[src/rtl/mcs_pkg.sv]
package mcs_pkg;
  localparam int DATA_W = 8;
  localparam int ADDR_W = 2;

  localparam logic [ADDR_W-1:0] ADDR_CTRL = 2'd0;
  localparam logic [ADDR_W-1:0] ADDR_STAT = 2'd1;
  localparam logic [ADDR_W-1:0] ADDR_IEN  = 2'd2;

  localparam int CTRL_RTS  = 1;
  localparam int CTRL_OUT1 = 2;
  localparam int CTRL_OUT2 = 3;
  localparam int CTRL_LOOP = 4;
  localparam int CTRL_AUTO = 5;

  localparam int STAT_RFLAG = 2;
  localparam int STAT_RLVL  = 6;

  localparam int IEN_MS = 0;

  typedef struct packed {
    logic wrCtrl;
    logic wrIen;
    logic rdStat;
  } mcsStrobe_t;
endpackage

[src/rtl/mcsCtrl.sv]
module mcsCtrl
  import mcs_pkg::*;
(
  input  logic              wrEn,
  input  logic              rdEn,
  input  logic [ADDR_W-1:0] addr,
  output mcsStrobe_t        strobe
);
  always_comb begin
    strobe        = '0;
    strobe.wrCtrl = wrEn && (addr == ADDR_CTRL);
    strobe.wrIen  = wrEn && (addr == ADDR_IEN);
    strobe.rdStat = rdEn && (addr == ADDR_STAT);
  end
endmodule

[src/rtl/mcsDatapath.sv]
module mcsDatapath
  import mcs_pkg::*;
#(
  parameter int SYNC_STAGES = 2
) (
  input  logic              clk,
  input  logic              rst,
  input  mcsStrobe_t        strobe,
  input  logic [ADDR_W-1:0] addr,
  input  logic [DATA_W-1:0] wrData,
  output logic [DATA_W-1:0] rdData,
  input  logic              ringIn,
  input  logic              rxThresh,
  output logic              rtsN,
  output logic              out1N,
  output logic              out2N,
  output logic              msIrq,
  output logic [DATA_W-1:0] ctrlQ,
  output logic              ringSync,
  output logic              ringFlag
);
  localparam int LAST = SYNC_STAGES - 1;

  logic [DATA_W-1:0]  ienQ;
  logic [LAST:0]      syncQ;
  logic               ringDly;
  logic               ringRise;
  logic               irqQ;
  logic               loopOn;
  logic               autoHold;

  always_ff @(posedge clk) begin
    if (rst) begin
      ctrlQ <= '0;
      ienQ  <= '0;
    end else begin
      if (strobe.wrCtrl) ctrlQ <= wrData;
      if (strobe.wrIen)  ienQ  <= wrData;
    end
  end

  generate
    if (SYNC_STAGES == 1) begin : g_sync1
      always_ff @(posedge clk) begin
        if (rst) syncQ <= '0;
        else     syncQ <= ringIn;
      end
    end else begin : g_syncN
      always_ff @(posedge clk) begin
        if (rst) syncQ <= '0;
        else     syncQ <= {syncQ[LAST-1:0], ringIn};
      end
    end
  endgenerate

  assign ringSync = syncQ[LAST];
  assign ringRise = ringSync && !ringDly;

  always_ff @(posedge clk) begin
    if (rst) begin
      ringDly  <= 1'b0;
      ringFlag <= 1'b0;
      irqQ     <= 1'b0;
    end else begin
      ringDly <= ringSync;
      if (ringRise) begin
        ringFlag <= 1'b1;
        if (ienQ[IEN_MS]) irqQ <= 1'b1;
      end else if (strobe.rdStat) begin
        ringFlag <= 1'b0;
        irqQ     <= 1'b0;
      end
    end
  end

  assign msIrq    = irqQ;
  assign loopOn   = ctrlQ[CTRL_LOOP];
  assign autoHold = ctrlQ[CTRL_AUTO] && rxThresh;

  assign rtsN  = !(ctrlQ[CTRL_RTS]  && !loopOn && !autoHold);
  assign out1N = !(ctrlQ[CTRL_OUT1] && !loopOn);
  assign out2N = !(ctrlQ[CTRL_OUT2] && !loopOn);

  always_comb begin
    rdData = '0;
    case (addr)
      ADDR_CTRL: rdData = ctrlQ;
      ADDR_STAT: begin
        rdData[STAT_RFLAG] = ringFlag;
        rdData[STAT_RLVL]  = ringSync;
      end
      ADDR_IEN:  rdData = ienQ;
      default:   rdData = '0;
    endcase
  end
endmodule

[src/rtl/mcsTop.sv]
module mcsTop
  import mcs_pkg::*;
#(
  parameter int SYNC_STAGES = 2
) (
  input  logic              clk,
  input  logic              rst,
  input  logic              wrEn,
  input  logic              rdEn,
  input  logic [ADDR_W-1:0] addr,
  input  logic [DATA_W-1:0] wrData,
  output logic [DATA_W-1:0] rdData,
  input  logic              ringIn,
  input  logic              rxThresh,
  output logic              rtsN,
  output logic              out1N,
  output logic              out2N,
  output logic              msIrq
);
  mcsStrobe_t        strobe;
  logic [DATA_W-1:0] ctrlQ;
  logic              ringSync;
  logic              ringFlag;

  mcsCtrl ctrl_i (
    .wrEn   (wrEn),
    .rdEn   (rdEn),
    .addr   (addr),
    .strobe (strobe)
  );

  mcsDatapath #(.SYNC_STAGES(SYNC_STAGES)) dp_i (
    .clk      (clk),
    .rst      (rst),
    .strobe   (strobe),
    .addr     (addr),
    .wrData   (wrData),
    .rdData   (rdData),
    .ringIn   (ringIn),
    .rxThresh (rxThresh),
    .rtsN     (rtsN),
    .out1N    (out1N),
    .out2N    (out2N),
    .msIrq    (msIrq),
    .ctrlQ    (ctrlQ),
    .ringSync (ringSync),
    .ringFlag (ringFlag)
  );
endmodule

[config.mk]
export PLATFORM = sky130hd
export DESIGN_NAME = mcsTop
export DESIGN_NICKNAME = d
export VERILOG_FILES = /design/src/rtl/mcs_pkg.sv /design/src/rtl/mcsCtrl.sv /design/src/rtl/mcsDatapath.sv /design/src/rtl/mcsTop.sv
export SDC_FILE = /design/constraint.sdc
export NUM_CORES = 1
export LEC_CHECK = 0
export ABC_AREA = 1
export CORE_MARGIN = 2
export CORE_UTILIZATION = 41
export CTS_CLUSTER_DIAMETER = 80
export CTS_CLUSTER_SIZE = 14
export DETAILED_ROUTE_END_ITERATION = 10
export PLACE_DENSITY = 0.73
export SYNTH_ARGS = -nofsm -noshare
export SYNTH_HDL_FRONTEND = slang
export SYNTH_SLANG_ARGS = --single-unit
[constraint.sdc]
create_clock -name clk -period 0.8 [get_ports clk]
set_input_delay 0.12 -clock clk [delete_from_list [all_inputs] [get_ports clk]]
set_output_delay 0.12 -clock clk [all_outputs]
set_load 0.01 [all_outputs]
==> impl_metrics.json, run 1 <==
{
  "cpMaxStageDelayCell": "dfxtp_1",
  "grt_pass1_wl_um": 3820,
  "async_flop_share_pct": 0,
  "antenna_found_initial": 0,
  "worstMarginPinSlew_ns": 0.185,
  "worst_path_largest_cell_delay_ns": 0.40,
  "setup_ws_ns": -0.315,
  "max-slew-margin-rel_pct": 87.6,
  "total_power_mw": 2.08,
  "start_kind": "flop",
  "holdPathStages": 5,
  "dp_slack_ns": -1.01,
  "cts_buffers": 3,
  "r2r_start": "dp_i.syncQ[1]",
  "initial_core_util_pct": 43.8,
  "cp_max_fo": 3,
  "dieHeight_um": 52.9,
  "synth_seq_area_share_pct": 43.0,
  "yosys.area.top_type": "dfxtp_1",
  "hp-start": "addr[1]",
  "rsz0062_at_grt": "true",
  "grt.overflow.total": 0,
  "min_period_ns": 1.12,
  "setup_viol": 12,
  "track_usage_pct": 18.7,
  "hp-class": "in2reg",
  "synth-edff-count": 0,
  "fin_area_um2": 1500,
  "gp_congestion": 0.837,
  "period_share_pct": 139,
  "rrSetupSlack_ns": 0,
  "hold_ws_ns": 0.255,
  "vias_per_cell": 4.62,
  "maxSlewViolCount": 0,
  "ys.flop_type": "dfxtp_1",
  "final.setup.tns_ns": -3.03,
  "syn2layout_area_growth_pct": 52.9,
  "power.leakage_nw": 0.749,
  "detail_route.wirelength_um": 2490,
  "grt_max_degree": 13,
  "skew_ns": 0.00169,
  "place_area_um2": 1390,
  "worst_setup_path_end_kind": "output port",
  "worstPathArrival_ns": 1.00,
  "run_status": "finished with violations",
  "yosysTopAreaCellShare_pct": 43.0,
  "io_pins": 28,
  "drt_iter0_markers": 31,
  "fill_cells": 205,
  "clock_latency_ns": 0.30,
  "worstPathRequired_ns": 0.68,
  "die_w_um": 52.9,
  "multiInputGateArea_um2": 485,
  "min_to": "dp_i.ringFlag",
  "grt_pass1_vias": 955,
  "max_cap_viol_count": 0,
  "drc": 0,
  "clk_path_buf_depth": 2,
  "seq_area_um2": 439,
  "violations": "negative setup slack",
  "root_buffer": "clkbuf_4",
  "ant_nets": 0,
  "die_area_um2": 2790,
  "post-dp-hpwl_um": 1790,
  "wl_per_cell_um": 10.9,
  "critical_path_class": "reg2out",
  "core_region_area_um2": 2230,
  "hold_viol_final": 0,
  "syn_nets": 170,
  "drive_gt1_share_pct": 38.5,
  "vdd_drop_max_mv": 1.37,
  "fin_nets": 217,
  "ctsHoldBuffers": 0,
  "synth.distinct_cells": 15,
  "crit_chain": "nand2_1 -> o21ai_0 -> buf_2",
  "syn_area_um2": 978,
  "cts_tree": "yes",
  "synth_area_per_cell_um2": 6.35,
  "diodes": 0,
  "htreeDepth": 1,
  "rows": 17,
  "yosysMostFrequentCell": "nand2_1",
  "cts_sinks": 21,
  "dr.pass1.iters": 4,
  "power_density_nw_per_um2": 1390,
  "synthCells": 154,
  "reg2reg_depth": 5,
  "vias": 1053,
  "clk_pin_slew_ns": 0.12,
  "ys_ff_latch": 21,
  "r2r-end": "dp_i.ringFlag",
  "synth.area.top_cells": "dfxtp_1 43%, nand2_1 16%, nor2_1 15%",
  "synth_common_cells": "41 x nand2_1, 38 x nor2_1, 26 x inv_1, 21 x dfxtp_1, 11 x nand3_1",
  "portBuffers": 27,
  "ys_warn_count": 0,
  "fmax_mhz": 897
}
==> flip-flops by register name (all words and copies together), names as in the netlist <==
name / count
dp_i.msIrq: 1
dp_i.ienQ: 8
dp_i.ctrlQ: 8
dp_i.syncQ: 2
dp_i.ringFlag: 1
dp_i.ringDly: 1
==> worst max-delay path: cells and delay by family (launching register included) <==
kind,cells,cell delay [ns]
simple gates,1,0.07
buf+inv,1,0.16
flops,1,0.40
compound gates,1,0.07
==> cell usage in the layout, fill, tap and decap left out, types with 2 or more instances in the layout <==
cell / Yosys / final
nand3_2: 1 / 4
o21ai_0: 5 / 2
clkdlybuf4s50_1: 0 / 12
nand2_1: 41 / 33
clkbuf_4: 0 / 3
dfxtp_2: 0 / 15
buf_4: 2 / 10
nand2_4: 0 / 2
o21ai_1: 0 / 3
o211ai_1: 2 / 2
nor2_2: 2 / 2
buf_6: 1 / 13
dfxtp_1: 21 / 6
nor2_1: 38 / 36
nand3_1: 11 / 8
inv_2: 0 / 9
nor2_4: 0 / 2
nand2_2: 0 / 6
inv_1: 26 / 17
buf_2: 1 / 8
==> worst max path at each step <==
| stage | start | endpoint | depth (start not counted) |
|---|---|---|---|
| final | dp_i.ctrlQ[1] | rdData[1] | 3 |
| after global routing | dp_i.ienQ[6] | rdData[6] | 3 |
| after CTS | dp_i.ienQ[6] | rdData[6] | 3 |
| after detailed placement | addr[1] | rdData[6] | 4 |
| after global placement | addr[1] | rdData[0] | 4 |
| after floorplan | wrEn | dp_i.ienQ[0] | 5 |
==> kinds of logic (layout without fill, tap and decap cells) <==
| kind of cell | count (synthesis) | count (layout) | share of synthesized area, % |
|---|---|---|---|
| AO/OA/AOI/OAI | 9 | 9 | 5.24 |
| AND/OR/NAND/NOR | 93 | 93 | 38.2 |
| flip-flops | 21 | 21 | 43.0 |
| buffers and inverters | 31 | 77 | 13.6 |
==> metal layers <==
layer	GRT usage (%)	vias up	wire length [µm]
li1	-	550	-
met1	21.5	474	1010
met2	35.0	27	1320
met3	3.11	2	140
met4	5.13	0	14
met5	0	-	0
==> report_power, final <==
group | switching [mW] | total, mW | internal, mW | leakage [nW]
Combinational | 0.218 | 0.443 | 0.225 | 0.553
Clock | 0.320 | 0.506 | 0.186 | 0.0177
Sequential | 0.0276 | 1.13 | 1.10 | 0.178
==> stage by stage <==
step / cells / utilization, %
after floorplan: 154 / -
after global routing: 228 / 67.0
after global placement: 223 / 62.1
after CTS: 227 / 63.3
final: 228 / 67.0
after detailed placement: 223 / 62.1
==> what timing repair did <==
action | CTS | global route
gates resized for setup | 77 | 37
cloned | 0 | 0
setup endpoints to repair | 30 | 29
buffers inserted | 0 | 3
pin swaps | 7 | 8
==> final cells by class <==
class | count | area share [%]
Clock buffer | 3 | 1.51
Clock inverter | 1 | 0.334
Inverter | 27 | 6.94
Multi-Input combinational cell | 102 | 32.4
Sequential cell | 21 | 29.3
Tap cell | 28 | 2.34
Timing Repair Buffer | 46 | 27.1
(Power assumes the default switching activity.)
==> inputs of run 2 (changes only) <==
--- a/config.mk
+++ b/config.mk
@@ -6,12 +6,11 @@
 export NUM_CORES = 1
 export LEC_CHECK = 0
 export ABC_AREA = 1
-export CORE_MARGIN = 2
 export CORE_UTILIZATION = 41
 export CTS_CLUSTER_DIAMETER = 80
 export CTS_CLUSTER_SIZE = 14
 export DETAILED_ROUTE_END_ITERATION = 10
-export PLACE_DENSITY = 0.73
+export PLACE_DENSITY = 0.72
 export SYNTH_ARGS = -nofsm -noshare
 export SYNTH_HDL_FRONTEND = slang
 export SYNTH_SLANG_ARGS = --single-unit
==> impl_metrics.json, run 2 (synthesis results as in run 1) <==
{
  "vias_per_cell": 4.60,
  "clk_pin_slew_ns": 0.12,
  "cts_sinks": 21,
  "worstMarginPinSlew_ns": 0.179,
  "power_density_nw_per_um2": 1350,
  "die_w_um": 50.9,
  "clock_latency_ns": 0.31,
  "maxSlewViolCount": 0,
  "ant_nets": 0,
  "initial_core_util_pct": 43.8,
  "worst_path_largest_cell_delay_ns": 0.35,
  "hold_viol_final": 0,
  "cts_buffers": 3,
  "grt.overflow.total": 0,
  "final_cell_mix": "35 x nor2_1, 34 x nand2_1, 21 x buf_4, 20 x inv_1, 14 x dfxtp_2",
  "grt_pass1_vias": 1061,
  "skew_ns": 0.00379,
  "critical_path_class": "reg2out",
  "worst_setup_path_end_kind": "output port",
  "max_cap_viol_count": 0,
  "wl_per_cell_um": 11.9,
  "crit_chain": "inv_2 -> o211ai_1 -> buf_2",
  "hp-class": "in2reg",
  "clk_path_buf_depth": 2,
  "multiInputGateArea_um2": 490,
  "grt_max_degree": 15,
  "syn2layout_area_growth_pct": 66.9,
  "cpMaxStageDelayCell": "dfxtp_2",
  "vias": 1104,
  "fill_cells": 186,
  "worstPathArrival_ns": 0.99,
  "grt_pass1_wl_um": 4550,
  "setup_viol": 12,
  "portBuffers": 27,
  "power.leakage_nw": 0.821,
  "placedCellCount": 225,
  "violations": "negative setup slack",
  "max-slew-margin-rel_pct": 88.1,
  "worstPathRequired_ns": 0.68,
  "start_kind": "flop",
  "fmax_mhz": 902,
  "detail_route.wirelength_um": 2860,
  "cp_max_fo": 2,
  "core_region_area_um2": 2230,
  "fin_nets": 229,
  "dp_slack_ns": -1.02,
  "gp_congestion": 0.809,
  "layout_commonest_cell": "nor2_1",
  "htreeDepth": 1,
  "vdd_drop_max_mv": 0.970,
  "dieHeight_um": 50.9,
  "rows": 17,
  "root_buffer": "clkbuf_4",
  "run_status": "finished with violations",
  "reg_top3": "dp_i.ctrlQ: 8 flops, dp_i.ienQ: 8 flops, dp_i.syncQ: 2 flops",
  "diodes": 0,
  "finalNonFillerCells": 240,
  "ctsHoldBuffers": 0,
  "cts_tree": "yes",
  "setup_ws_ns": -0.308,
  "period_share_pct": 139,
  "antenna_found_initial": 0,
  "io_pins": 28,
  "post-dp-hpwl_um": 1790,
  "rsz0062_at_grt": "true",
  "drive_gt1_share_pct": 40.1,
  "die_area_um2": 2590,
  "min_period_ns": 1.11,
  "seq_area_um2": 438,
  "drc": 0,
  "track_usage_pct": 23.7,
  "drt_iter0_markers": 23,
  "dr.pass1.iters": 4
}
run 2: final cells by class:
cell class,count,share of cell area [%]
multi-input cells,102,30.0
inverters,27,6.36
repair buffers,58,33.0
flip-flops and latches,21,26.8
clock buffers,4,1.61
well taps,28,2.15
run 2: repair_timing:
| item | in CTS | in global routing |
|---|---|---|
| setup endpoints to repair | 30 | 28 |
| gates cloned | 1 | 0 |
| resized for setup | 90 | 27 |
| setup buffers | 8 | 4 |
| pin swaps | 14 | 14 |
run 2: metrics by stage:
stage / total power [mW] / hold WS (ns) / setup TNS [ns] / area, µm² / utilization (%)
after floorplan: 1.32 / 0.191 / 0 / 978 / -
after global placement: 1.56 / 0.392 / -19.27 / 1430 / 63.9
after detailed placement: 1.57 / 0.399 / -20.00 / 1430 / 63.9
after CTS: 2.13 / 0.325 / -2.85 / 1560 / 69.6
after global routing: 2.32 / 0.300 / -3.77 / 1630 / 73.1
final: 2.20 / 0.310 / -3.01 / 1630 / 73.1
run 2: path summary, 6_finish.rpt:
check | start | endpoint | slack, ns | cells after the start
worst max-delay path | dp_i.ienQ[2] | rdData[2] | -0.31 | 3
worst min-delay path | ringIn | dp_i.syncQ[0] | 0.31 | 3
worst max register to register | dp_i.syncQ[1] | dp_i.msIrq | 0.01 | 5
worst min register to register | dp_i.syncQ[0] | dp_i.syncQ[1] | 0.41 | 2
run 2: where the power goes:
part	switching (mW)	internal [mW]
clock	0.344	0.195
combinational	0.243	0.288
sequential	0.0271	1.10
total	0.614	1.59
run 2: critical path: cells and delay by family (launching register included):
family	cells	cell delay (ns)
buf+inv	2	0.19
flops	1	0.35
compound gates	1	0.14
run 2: per-layer routing:
metal / vias up / GRT usage [%] / share of wire [%]
li1: 577 / - / -
met1: 496 / 29.7 / 44
met2: 28 / 42.2 / 51
met3: 3 / 2.98 / 4.3
met4: 0 / 6.94 / 0.80
met5: - / 0 / 0
